$ cat config.mk
export PLATFORM = sky130hd
export DESIGN_NAME = regReadSeq
export DESIGN_NICKNAME = d
export VERILOG_FILES = /design/src/rtl/seq_pkg.sv /design/src/rtl/bypassTracker.sv /design/src/rtl/seqCtrl.sv /design/src/rtl/seqData.sv /design/src/rtl/regReadSeq.sv
export SDC_FILE = /design/constraint.sdc
export NUM_CORES = 1
export LEC_CHECK = 0
export ABC_CLOCK_PERIOD_IN_PS = 5200
export BUFFER_PORTS_ARGS = -buffer_cell sky130_fd_sc_hd__buf_2
export CORE_UTILIZATION = 30
export DETAILED_ROUTE_END_ITERATION = 8
export SLEW_MARGIN = 40
export SYNTH_ARGS = -nofsm -noshare
export SYNTH_HDL_FRONTEND = slang
export SYNTH_SLANG_ARGS = --single-unit
$ cat constraint.sdc
create_clock -name clk -period 5.2 [get_ports clk]
set_input_delay 1.04 -clock clk [delete_from_list [all_inputs] [get_ports clk]]
set_output_delay 1.04 -clock clk [all_outputs]
set_load 0.01 [all_outputs]
$ cat src/rtl/seq_pkg.sv
package seq_pkg;

  typedef enum logic [1:0] {
    PH_IDLE   = 2'd0,
    PH_FIRST  = 2'd1,
    PH_SECOND = 2'd2
  } seqPhase_e;

  // Strobes from the control to the operand datapath
  typedef struct packed {
    logic rdEn;   // drive the read port this cycle
    logic selB;   // address source B instead of source A
    logic first;  // first read cycle of an instruction
    logic loadA;  // capture read data into operand A
    logic loadB;  // capture read data into operand B
    logic done;   // operands complete at the end of this cycle
  } seqStrobe_t;

endpackage

$ cat src/rtl/bypassTracker.sv
module bypassTracker #(
  parameter int TAG_W     = 5,
  parameter int NUM_PEERS = 2
) (
  input  logic                       clk,
  input  logic                       rstN,
  input  logic                       ownValid,
  input  logic [TAG_W-1:0]           ownTag,
  input  logic [NUM_PEERS-1:0]       peerValid,
  input  logic [NUM_PEERS*TAG_W-1:0] peerTag,
  input  logic [TAG_W-1:0]           qryA,
  input  logic [TAG_W-1:0]           qryB,
  output logic                       hitA,
  output logic                       hitB
);

  localparam int NREC = NUM_PEERS + 1;

  logic [NREC-1:0] matchA;
  logic [NREC-1:0] matchB;

  // One record per destination source: entry 0 is this slot, the rest are peers.
  for (genvar i = 0; i < NREC; i++) begin : g_rec
    logic             inV;
    logic [TAG_W-1:0] inT;
    logic             recV;
    logic [TAG_W-1:0] recT;

    if (i == 0) begin : g_own
      assign inV = ownValid;
      assign inT = ownTag;
    end else begin : g_peer
      assign inV = peerValid[i-1];
      assign inT = peerTag[(i-1)*TAG_W +: TAG_W];
    end

    always_ff @(posedge clk) begin
      if (!rstN) begin
        recV <= 1'b0;
        recT <= '0;
      end else begin
        recV <= inV;
        recT <= inT;
      end
    end

    assign matchA[i] = recV && (recT == qryA);
    assign matchB[i] = recV && (recT == qryB);
  end

  assign hitA = |matchA;
  assign hitB = |matchB;

endmodule

$ cat src/rtl/seqCtrl.sv
module seqCtrl
  import seq_pkg::*;
(
  input  logic       clk,
  input  logic       rstN,
  input  logic       accept,
  input  logic       rdA,
  input  logic       rdB,
  input  logic       dup,
  output seqStrobe_t strobe,
  output logic       slotBusy
);

  seqPhase_e phase;
  logic      qA;
  logic      qB;
  logic      qDup;
  logic      twoReads;

  assign twoReads = qA && qB;

  always_ff @(posedge clk) begin
    if (!rstN) begin
      phase <= PH_IDLE;
      qA    <= 1'b0;
      qB    <= 1'b0;
      qDup  <= 1'b0;
    end else begin
      if (accept) begin
        phase <= PH_FIRST;
        qA    <= rdA;
        qB    <= rdB;
        qDup  <= dup;
      end else if (phase == PH_FIRST && twoReads) begin
        phase <= PH_SECOND;
      end else begin
        phase <= PH_IDLE;
      end
    end
  end

  always_comb begin
    strobe = '0;
    case (phase)
      PH_FIRST: begin
        strobe.first = 1'b1;
        strobe.rdEn  = qA || qB;
        strobe.selB  = !qA;
        strobe.loadA = qA;
        strobe.loadB = (qB && !qA) || qDup;
        strobe.done  = !twoReads;
      end
      PH_SECOND: begin
        strobe.rdEn  = 1'b1;
        strobe.selB  = 1'b1;
        strobe.loadB = 1'b1;
        strobe.done  = 1'b1;
      end
      default: strobe = '0;
    endcase
  end

  assign slotBusy = (phase == PH_FIRST) && twoReads;

endmodule

$ cat src/rtl/seqData.sv
module seqData
  import seq_pkg::*;
#(
  parameter int TAG_W  = 5,
  parameter int DATA_W = 32
) (
  input  logic              clk,
  input  logic              rstN,
  input  logic              accept,
  input  logic [TAG_W-1:0]  srcA,
  input  logic [TAG_W-1:0]  srcB,
  input  seqStrobe_t        strobe,
  input  logic [DATA_W-1:0] rdData,
  output logic [TAG_W-1:0]  rdAddr,
  output logic [DATA_W-1:0] opA,
  output logic [DATA_W-1:0] opB,
  output logic              opValid
);

  logic [TAG_W-1:0] aReg;
  logic [TAG_W-1:0] bReg;

  assign rdAddr = strobe.selB ? bReg : aReg;

  always_ff @(posedge clk) begin
    if (!rstN) begin
      aReg    <= '0;
      bReg    <= '0;
      opA     <= '0;
      opB     <= '0;
      opValid <= 1'b0;
    end else begin
      if (accept) begin
        aReg <= srcA;
        bReg <= srcB;
      end
      opValid <= strobe.done;
      if (strobe.first) begin
        opA <= strobe.loadA ? rdData : '0;
        opB <= strobe.loadB ? rdData : '0;
      end else if (strobe.loadB) begin
        opB <= rdData;
      end
    end
  end

endmodule

$ cat src/rtl/regReadSeq.sv
module regReadSeq
  import seq_pkg::*;
#(
  parameter int  NUM_REGS  = 32,
  parameter int  DATA_W    = 32,
  parameter int  NUM_PEERS = 2,
  localparam int TAG_W     = $clog2(NUM_REGS)
) (
  input  logic                       clk,
  input  logic                       rstN,
  input  logic                       issueValid,
  input  logic [TAG_W-1:0]           issueSrcA,
  input  logic [TAG_W-1:0]           issueSrcB,
  input  logic                       issueUseA,
  input  logic                       issueUseB,
  input  logic                       issueDstValid,
  input  logic [TAG_W-1:0]           issueDst,
  input  logic [NUM_PEERS-1:0]       peerValid,
  input  logic [NUM_PEERS*TAG_W-1:0] peerTag,
  input  logic [DATA_W-1:0]          rdData,
  output logic                       slowPath,
  output logic                       slotBusy,
  output logic                       rdEn,
  output logic [TAG_W-1:0]           rdAddr,
  output logic                       opValid,
  output logic [DATA_W-1:0]          opA,
  output logic [DATA_W-1:0]          opB
);

  seqStrobe_t strobe;
  logic accept;
  logic hitA;
  logic hitB;
  logic needA;
  logic needB;
  logic dup;
  logic rdB;

  assign accept = issueValid && !slotBusy;
  assign needA  = issueUseA && !hitA;
  assign needB  = issueUseB && !hitB;
  assign dup    = needA && needB && (issueSrcA == issueSrcB);
  assign rdB    = needB && !dup;
  assign slowPath = accept && needA && rdB;
  assign rdEn   = strobe.rdEn;

  bypassTracker #(.TAG_W(TAG_W), .NUM_PEERS(NUM_PEERS)) u_track (
    .clk      (clk),
    .rstN     (rstN),
    .ownValid (accept && issueDstValid),
    .ownTag   (issueDst),
    .peerValid(peerValid),
    .peerTag  (peerTag),
    .qryA     (issueSrcA),
    .qryB     (issueSrcB),
    .hitA     (hitA),
    .hitB     (hitB)
  );

  seqCtrl u_ctrl (
    .clk     (clk),
    .rstN    (rstN),
    .accept  (accept),
    .rdA     (needA),
    .rdB     (rdB),
    .dup     (dup),
    .strobe  (strobe),
    .slotBusy(slotBusy)
  );

  seqData #(.TAG_W(TAG_W), .DATA_W(DATA_W)) u_data (
    .clk    (clk),
    .rstN   (rstN),
    .accept (accept),
    .srcA   (issueSrcA),
    .srcB   (issueSrcB),
    .strobe (strobe),
    .rdData (rdData),
    .rdAddr (rdAddr),
    .opA    (opA),
    .opB    (opB),
    .opValid(opValid)
  );

endmodule

After elaboration in Yosys (flattened, before gate mapping):

Index checks and enable logic that the tools add are counted.

* register bits after elaboration: 98
* input port bits: 65
* output and inout bits: 73
* word-level logic and storage cells: 66

* equal/unequal tests: 9
* mux-type cells: 10
* bitwise gates (word level): 1
* reductions and logical operators: 30

Operators by type and width (number)
* 32-bit 2-to-1 mux: 4
* 5-bit equality test: 7
* 1-bit logical AND: 18
* 2-bit case mux with 2 select lines: 2
* 1-bit zero test: 6
* 3-bit OR reduction: 2
* 5-bit 2-to-1 mux: 1
* 2-bit 2-to-1 mux: 2
* 2-bit by 1-bit equality test with 1-bit output (second input constant): 1
* 2-bit equality test (second input constant): 1
* 1-bit logical OR: 2
* 2-bit nonzero test: 1
* 2-bit OR reduction: 1
* 1-bit 2-to-1 mux: 1
* 1-bit NOT: 1

Depth between registers and ports, before layout:

Gate-level depths: netlist (run 1).

* depth in word-level cells: 10
* depth in mapped cells: 8
* mapped depth without buffers: 7

Hierarchy:

A second synthesis (run 1) with hierarchy kept.

* cells, all modules: 423
* area, all modules: 4186.5 µm²

By module, submodules not included
* seqData: times used 1, cells each 294, area an instance 2955.3 µm², seq. area each 1501.4 µm²
* bypassTracker: times used 1, cells each 81, area an instance 817.0 µm², seq. area each 360.3 µm²
* seqCtrl: times used 1, cells each 31, area an instance 285.3 µm², seq. area each 100.1 µm²
* regReadSeq: times used 1, cells each 17, area an instance 128.9 µm², seq. area each 0.0 µm²

Worst setup path before layout (run 1):

Ideal clock, no wire load.

* path kind: input port to output port
* start point: in issueSrcA[1]
* end point: out slowPath
* data arrival time: 2.253 ns
* data required time: 4.160 ns
* setup slack: 1.907 ns
* cell stages on the path: 6
* buffers on the path: 1
* cells stage by stage: buf_4 > xor2_1 > nor4_1 > and3_1 > or3_4 > nor3_1

* word-level cells in the longest chain between the ends: 10
* elaborated cells on any way between the ends: 16
* those cells by class: eq/ne: 4; reduce/logical: 12

Ends and longest elaborated chain
* from (decl): line regReadSeq.sv:12 `input logic [TAG_W-1:0] issueSrcA,`
* 5-bit equality test: line bypassTracker.sv:47 `assign matchA[i] = recV && (recT == qryA);`
* 1-bit logical AND: line bypassTracker.sv:47
* 3-bit OR reduction: line bypassTracker.sv:51 `assign hitA = |matchA;`
* 1-bit zero test: line regReadSeq.sv:40 `assign needA = issueUseA && !hitA;`
* 1-bit logical AND: line regReadSeq.sv:40
* 1-bit logical AND (2 in series): line regReadSeq.sv:42 `assign dup = needA && needB && (issueSrcA == issueSrcB);`
* 1-bit zero test: line regReadSeq.sv:43 `assign rdB = needB && !dup;`
* 1-bit logical AND: line regReadSeq.sv:43
* 1-bit logical AND (*): line regReadSeq.sv:44 `assign slowPath = accept && needA && rdB;`
* to (decl): line regReadSeq.sv:21 `output logic slowPath,`

Mark *: on every way between the ends. The rest lies on a longest branch, timed or not.

Worst setup path after layout (run 1):

* start point: in issueSrcA[3]
* end point: out slowPath

The elaborated chain is that of the path after synthesis.

==> flow_metrics.py, run 1 <==
metrics = {
    "cts": {
        "hold_buffers_post_cts": 0,
        "clock_tree.buffer_depth": 2,
        "clock_tree.htree_level_count": 3,
        "clk-insertion-delay-late_ns": 0.34,
        "numCtsBuffers": 9,
        "postCtsResizedCells": 0,
        "cts.sink_count": 98,
        "clock_tree.root_cell": "sky130_fd_sc_hd__clkbuf_16",
        "cts.clk_slew.worst_paths_ns": 0.06,
        "post-cts-setup-buffers": 0,
        "tritoncts": "yes",
    },
    "routing": {
        "drt_pass_1_iters": 4,
        "wl_per_cell_um": 14.1,
        "drt-initial-drc-count": 225,
        "routed_via_density": 4.59,
        "drt-total-wl_mm": 10.3,
        "via_count": 3347,
        "drcViolationCount": 0,
        "ant_nets": 0,
    },
    "synthesis": {
        "synth_top_area_share_pct": 50.6,
        "synth_edf_count": 0,
        "netlist-cell-type-count": 29,
        "postSynthNetCount": 503,
        "synth_seq_area_share_pct": 50.6,
        "ys_seq_elements": 98,
        "post_synth_instance_area_mm2": 0.00388,
        "synth-warning-count": 0,
        "ys.flop_type": "sky130_fd_sc_hd__dfxtp_1",
        "synthesis.area_per_instance_um2": 8.90,
        "syn_inst": 436,
        "most_used_standard_cell_by_instance_count_after_synthesis": "sky130_fd_sc_hd__dfxtp_1",
        "yosys.area.top_type": "sky130_fd_sc_hd__dfxtp_1",
        "synth-async-reset-ratio_pct": 0,
        "synthTopCellsByCount": "sky130_fd_sc_hd__dfxtp_1 (98), sky130_fd_sc_hd__nor2_1 (68), sky130_fd_sc_hd__a21oi_1 (45), sky130_fd_sc_hd__a22oi_1 (32), sky130_fd_sc_hd__nor2b_1 (32)",
        "yosys-top-cells-area": "sky130_fd_sc_hd__dfxtp_1 (51%), sky130_fd_sc_hd__nor2_1 (6.6%), sky130_fd_sc_hd__a22oi_1 (6.2%)",
    },
    "cells_and_area": {
        "fillers": 1285,
        "drive_above_1_share_pct": 29.8,
        "multi_input_area_mm2": 0.00173,
        "antenna-diode-count": 0,
        "layout-area-overhead-vs-synth_pct": 27.9,
        "finalNetCount": 619,
        "register_area_mm2": 0.00196,
        "post-route-util_pct": 39.3,
    },
    "critical_path": {
        "crit_type": "in2out",
        "worstSetupEndpointType": "primary output",
        "critical_path.max_fanout": 5,
        "worstPathRequired_ns": 4.16,
        "worst-endpoint-arrival_ns": 2.42,
        "critical_path.startpoint_type": "input port",
    },
    "sta": {
        "period_minus_slack_ns": 3.46,
        "post-route-period-util_pct": 66.6,
        "rsz0062_at_grt": "no",
        "slew_hr_pct": 63.9,
        "skew_final_ns": 0.00417,
        "slew_violations": 0,
        "fin_tns_setup_ns": 0,
        "timing.final.setup_violations": 0,
        "maxClockFrequency_mhz": 289,
        "worst_pin_slew_ns": 0.541,
        "finalHoldViolations": 0,
    },
    "global_routing": {
        "grt_antenna_before_repair": 0,
        "grt_pass1_vias": 3152,
        "grtUsageTotal_pct": 15.8,
        "globalRoute.totalOverflow": 0,
        "grt_start_max_net_pins": 55,
        "grt_first_pass_wirelength_mm": 15.9,
    },
    "job": {
        "maxCapViolations": 0,
    },
    "place": {
        "dp.final_hpwl_mm": 7.34,
        "place.gp.congestion": 0.845,
        "port-buffer-count": 137,
    },
    "floorplan": {
        "start_util_pct": 30.7,
        "die_footprint_mm2": 0.0134,
        "placeableCoreArea_mm2": 0.0126,
        "die_w_um": 116,
        "boundaryPins": 138,
        "num_rows": 41,
        "dieHeight_um": 116,
    },
    "power": {
        "power.ir.vdd_worst_v": 0.000122,
        "power.leakage_nw": 2.28,
        "finalPower_mw": 1.62,
        "powerDensity_mw_per_mm2": 326,
    },
    "min_path": {
        "hp-class": "reg2reg",
    },
    "run_status": {
        "outcome": "complete, no violations",
    },
}
==> per-stage QoR <==
step | hold slack (ns) | cells | setup WS (ns) | area [um2]
global route | 0.473 | 729 | 1.50 | 4960
detailed placement | 0.446 | 713 | 1.74 | 4660
CTS | 0.455 | 729 | 1.73 | 4960
floorplan | 0.433 | 436 | 1.91 | 3880
finish | 0.452 | 729 | 1.74 | 4960
global placement | 0.441 | 712 | 1.72 | 4650
==> logic make-up (layout without fill, tap and decap cells) <==
logic type                 count (synthesis)  count (layout)  synth area share (%)
and+or+nand+nor                          168             168                  20.8
DFF                                       98              98                  50.6
AOI/OAI and AO/OA                         84              84                  13.4
buffers and inverters                     44             165                  5.23
xor gates and xnor gates                  35              35                  7.90
muxes                                      5               5                  1.45
adders and majority gates                  2               2                 0.645
==> worst paths after layout <==
kind / from / end / slack, ns / depth (start not counted)
max: issueSrcA[3] / slowPath / 1.74 / 7
min: u_data.aReg[3] / u_data.aReg[3] / 0.45 / 2
max reg2reg: u_ctrl.phase[0] / u_data.opB[29] / 3.18 / 7
min reg2reg: u_data.aReg[3] / u_data.aReg[3] / 0.45 / 2
==> area by class of cell <==
class	instances	area share, %
flip-flops and latches	98	39.6
inverters	7	0.530
repair buffers	142	14.7
multi-input cells	294	34.9
clock inverters	5	1.08
well taps	172	4.34
clock buffers	11	4.89
==> state kept, by name, summed over array words and instances (netlist names) <==
signal,cells
u_data.bReg,5
u_ctrl.qDup,1
u_ctrl.phase,2
u_ctrl.qB,1
u_data.opValid,1
u_track.g_rec.recV,3
u_data.opB,32
u_data.aReg,5
u_data.opA,32
u_ctrl.qA,1
u_track.g_rec.recT,15
==> layer usage <==
layer,track usage (%),up-vias,part of all wire (%)
li1,-,1667,-
met2,27.4,125,48
met1,18.3,1541,44
met4,6.84,0,1.6
met5,0,-,0
met3,4.13,14,6.7
==> worst max-delay path: stages <==
cell and delay (ns):
sky130_fd_sc_hd__buf_2 0.17, sky130_fd_sc_hd__xor2_1 0.16, sky130_fd_sc_hd__nor4_1 0.07, sky130_fd_sc_hd__and3_1 0.19
sky130_fd_sc_hd__or3_4 0.39, sky130_fd_sc_hd__nor3_1 0.23, sky130_fd_sc_hd__buf_2 0.18
==> cells in the final DEF, fill, tap and decap left out <==
cell and instances:
sky130_fd_sc_hd__a21oi_1 45, sky130_fd_sc_hd__a221oi_1 1, sky130_fd_sc_hd__a22oi_1 32, sky130_fd_sc_hd__a311oi_1 1, sky130_fd_sc_hd__a31oi_4 1, sky130_fd_sc_hd__and2_1 21, sky130_fd_sc_hd__and3_1 3, sky130_fd_sc_hd__buf_2 137
sky130_fd_sc_hd__buf_4 4, sky130_fd_sc_hd__buf_8 1, sky130_fd_sc_hd__bufinv_16 1, sky130_fd_sc_hd__clkbuf_1 1, sky130_fd_sc_hd__clkbuf_16 9, sky130_fd_sc_hd__clkbuf_8 1, sky130_fd_sc_hd__clkinv_2 3, sky130_fd_sc_hd__clkinv_4 1
sky130_fd_sc_hd__dfxtp_1 98, sky130_fd_sc_hd__ha_1 2, sky130_fd_sc_hd__inv_1 6, sky130_fd_sc_hd__inv_2 1, sky130_fd_sc_hd__mux2_2 5, sky130_fd_sc_hd__nand2_1 27, sky130_fd_sc_hd__nand3_1 6, sky130_fd_sc_hd__nand4_1 1
sky130_fd_sc_hd__nor2_1 68, sky130_fd_sc_hd__nor2b_1 32, sky130_fd_sc_hd__nor3_1 4, sky130_fd_sc_hd__nor4_1 5, sky130_fd_sc_hd__o21ai_0 2, sky130_fd_sc_hd__o31ai_2 1, sky130_fd_sc_hd__o41ai_1 1, sky130_fd_sc_hd__or3_4 1
sky130_fd_sc_hd__xnor2_1 13, sky130_fd_sc_hd__xor2_1 22
==> power by group <==
group | switching (mW) | internal (mW) | total [mW] | leakage, nW
combinational | 0.0943 | 0.0722 | 0.167 | 1.33
sequential | 0.0175 | 0.778 | 0.796 | 0.801
clock | 0.271 | 0.384 | 0.656 | 0.149
total | 0.383 | 1.23 | 1.62 | 2.28
Power figures use the tool's default switching activity.
==> run 2: changes to the inputs <==
- ABC_CLOCK_PERIOD_IN_PS: 5200 -> 3200
- clock period: 5.2 -> 3.2 ns (I/O delays scaled with it)
==> run 2 against run 1 <==
Effect of this change: clock-buffer cell count is 2 higher; core utilization is 0.15 points higher; combinational power is 61% higher; worst hold slack improved by 0.0018 ns; sequential cell count stayed put; die area is the same; routed wire length decreased by 3.9%; worst setup slack got worse by 1.4 ns; clock skew about the same; via count decreased by 0.57%; final area increased by 0.38%; sequential share of layout area fell by 0.15 points.
==> flow_metrics.py, run 2 (same netlist as run 1, synthesis figures left out) <==
metrics = {
    "run_status": {
        "outcome": "complete, no violations",
    },
    "power": {
        "finalPower_mw": 2.66,
        "power.leakage_nw": 2.29,
        "powerDensity_mw_per_mm2": 534,
        "power.ir.vdd_worst_v": 0.000202,
    },
    "sta": {
        "finalHoldViolations": 0,
        "rsz0062_at_grt": "no",
        "post-route-period-util_pct": 89.6,
        "period_minus_slack_ns": 2.87,
        "skew_final_ns": 0.00454,
        "fin_tns_setup_ns": 0,
        "slew_hr_pct": 45.4,
        "timing.final.setup_violations": 0,
        "slew_violations": 0,
        "final_critical_path_setup_slack_ns": 0.332,
        "worst_pin_slew_ns": 0.818,
        "maxClockFrequency_mhz": 349,
    },
    "cells_and_area": {
        "biggestRegsByFlops": "u_data.opA: 32 flops, u_data.opB: 32 flops, u_track.g_rec.recT: 15 flops",
        "post_layout_nonfiller_instances": 731,
        "layout_common_cells": "sky130_fd_sc_hd__buf_2 (137), sky130_fd_sc_hd__dfxtp_1 (98), sky130_fd_sc_hd__nor2_1 (68)",
        "finalNetCount": 621,
        "drive_above_1_share_pct": 29.9,
        "fillers": 1309,
        "mostFrequentLayoutCell": "sky130_fd_sc_hd__buf_2",
        "antenna-diode-count": 0,
        "final_instance_area_mm2": 0.00498,
        "layout-area-overhead-vs-synth_pct": 28.4,
    },
    "cts": {
        "hold_buffers_post_cts": 0,
        "clock_tree.root_cell": "sky130_fd_sc_hd__clkbuf_16",
        "clock_tree.htree_level_count": 3,
        "cts.sink_count": 98,
        "clk-insertion-delay-late_ns": 0.34,
        "post-cts-setup-buffers": 0,
        "cts.clk_slew.worst_paths_ns": 0.06,
        "numCtsBuffers": 9,
        "postCtsResizedCells": 0,
        "tritoncts": "yes",
        "clock_tree.buffer_depth": 2,
    },
    "critical_path": {
        "worst-endpoint-arrival_ns": 2.23,
        "worstPathRequired_ns": 2.56,
        "internal_reg_to_reg_setup_slack_ns": 1.20,
        "critical_path.startpoint_type": "register",
        "crit_type": "reg2out",
        "critical_path.max_fanout": 12,
        "worstSetupEndpointType": "primary output",
    },
    "global_routing": {
        "grt_pass1_vias": 3129,
        "grtUsageTotal_pct": 14.8,
        "grt_first_pass_wirelength_mm": 15.1,
        "globalRoute.totalOverflow": 0,
        "grt_start_max_net_pins": 79,
        "grt_antenna_before_repair": 0,
    },
    "floorplan": {
        "placeableCoreArea_mm2": 0.0126,
        "num_rows": 41,
        "boundaryPins": 138,
        "dieHeight_um": 116,
        "die_footprint_mm2": 0.0134,
        "start_util_pct": 30.7,
        "die_w_um": 116,
    },
    "routing": {
        "drt_pass_1_iters": 4,
        "drt-total-wl_mm": 9.88,
        "routed_via_density": 4.55,
        "drt-initial-drc-count": 191,
        "ant_nets": 0,
        "via_count": 3328,
        "wl_per_cell_um": 13.5,
        "drcViolationCount": 0,
    },
    "place": {
        "port-buffer-count": 137,
        "dp.final_hpwl_mm": 7.17,
        "dpl_cell_area_mm2": 0.00467,
        "place.gp.congestion": 0.905,
        "place_ws_ns": 0.506,
        "dp_cell_count": 715,
    },
    "min_path": {
        "hp-class": "reg2reg",
    },
    "job": {
        "maxCapViolations": 0,
    },
}
[run 2: area by class of cell]
class / instances / area (um2) / share of cell area, %
clock buffer: 13 / 260 / 5.23
clock inverter: 3 / 47.5 / 0.955
inverter: 7 / 26.3 / 0.528
multi-input combinational: 294 / 1730 / 34.7
sequential: 98 / 1960 / 39.4
tap: 172 / 215 / 4.32
timing repair buffer: 144 / 738 / 14.8
[run 2: metrics by stage]
step	util [%]	hold WS, ns
2_1_floorplan	-	0.433
3_3_place_gp	37.0	0.441
3_5_place_dp	37.0	0.446
4_1_cts	39.5	0.455
5_1_grt	39.5	0.477
6_report	39.5	0.453
[run 2: path summary, 6_finish.rpt]
| path | from | end | depth (start not counted) |
|---|---|---|---|
| max | u_ctrl.phase[1] | slowPath | 9 |
| min | u_data.aReg[4] | u_data.aReg[4] | 2 |
| max reg2reg | u_ctrl.phase[0] | u_data.opB[23] | 7 |
| min reg2reg | u_data.aReg[4] | u_data.aReg[4] | 2 |
[run 2: critical path, cell delays in order, from the launching register on]
cell	delay (ns)
sky130_fd_sc_hd__dfxtp_1	0.34
sky130_fd_sc_hd__inv_1	0.05
sky130_fd_sc_hd__ha_1	0.19
sky130_fd_sc_hd__buf_4	0.19
sky130_fd_sc_hd__nand3_1	0.16
sky130_fd_sc_hd__nand2_1	0.09
sky130_fd_sc_hd__a311oi_1	0.20
sky130_fd_sc_hd__nand3_1	0.18
sky130_fd_sc_hd__nor3_1	0.30
sky130_fd_sc_hd__buf_2	0.19
[run 2: power breakdown]
group          switching, mW  internal [mW]
combinational          0.151          0.118
clock                  0.443          0.652
sequential            0.0276           1.26
total                  0.622           2.03
[run 2: per-layer routing]
layer | GRT usage (%) | part of all wire, % | up-vias
met3 | 4.03 | 7.1 | 17
met2 | 25.5 | 46 | 115
li1 | - | - | 1666
met1 | 17.1 | 44 | 1530
met4 | 7.01 | 2.2 | 0
met5 | 0 | 0 | -
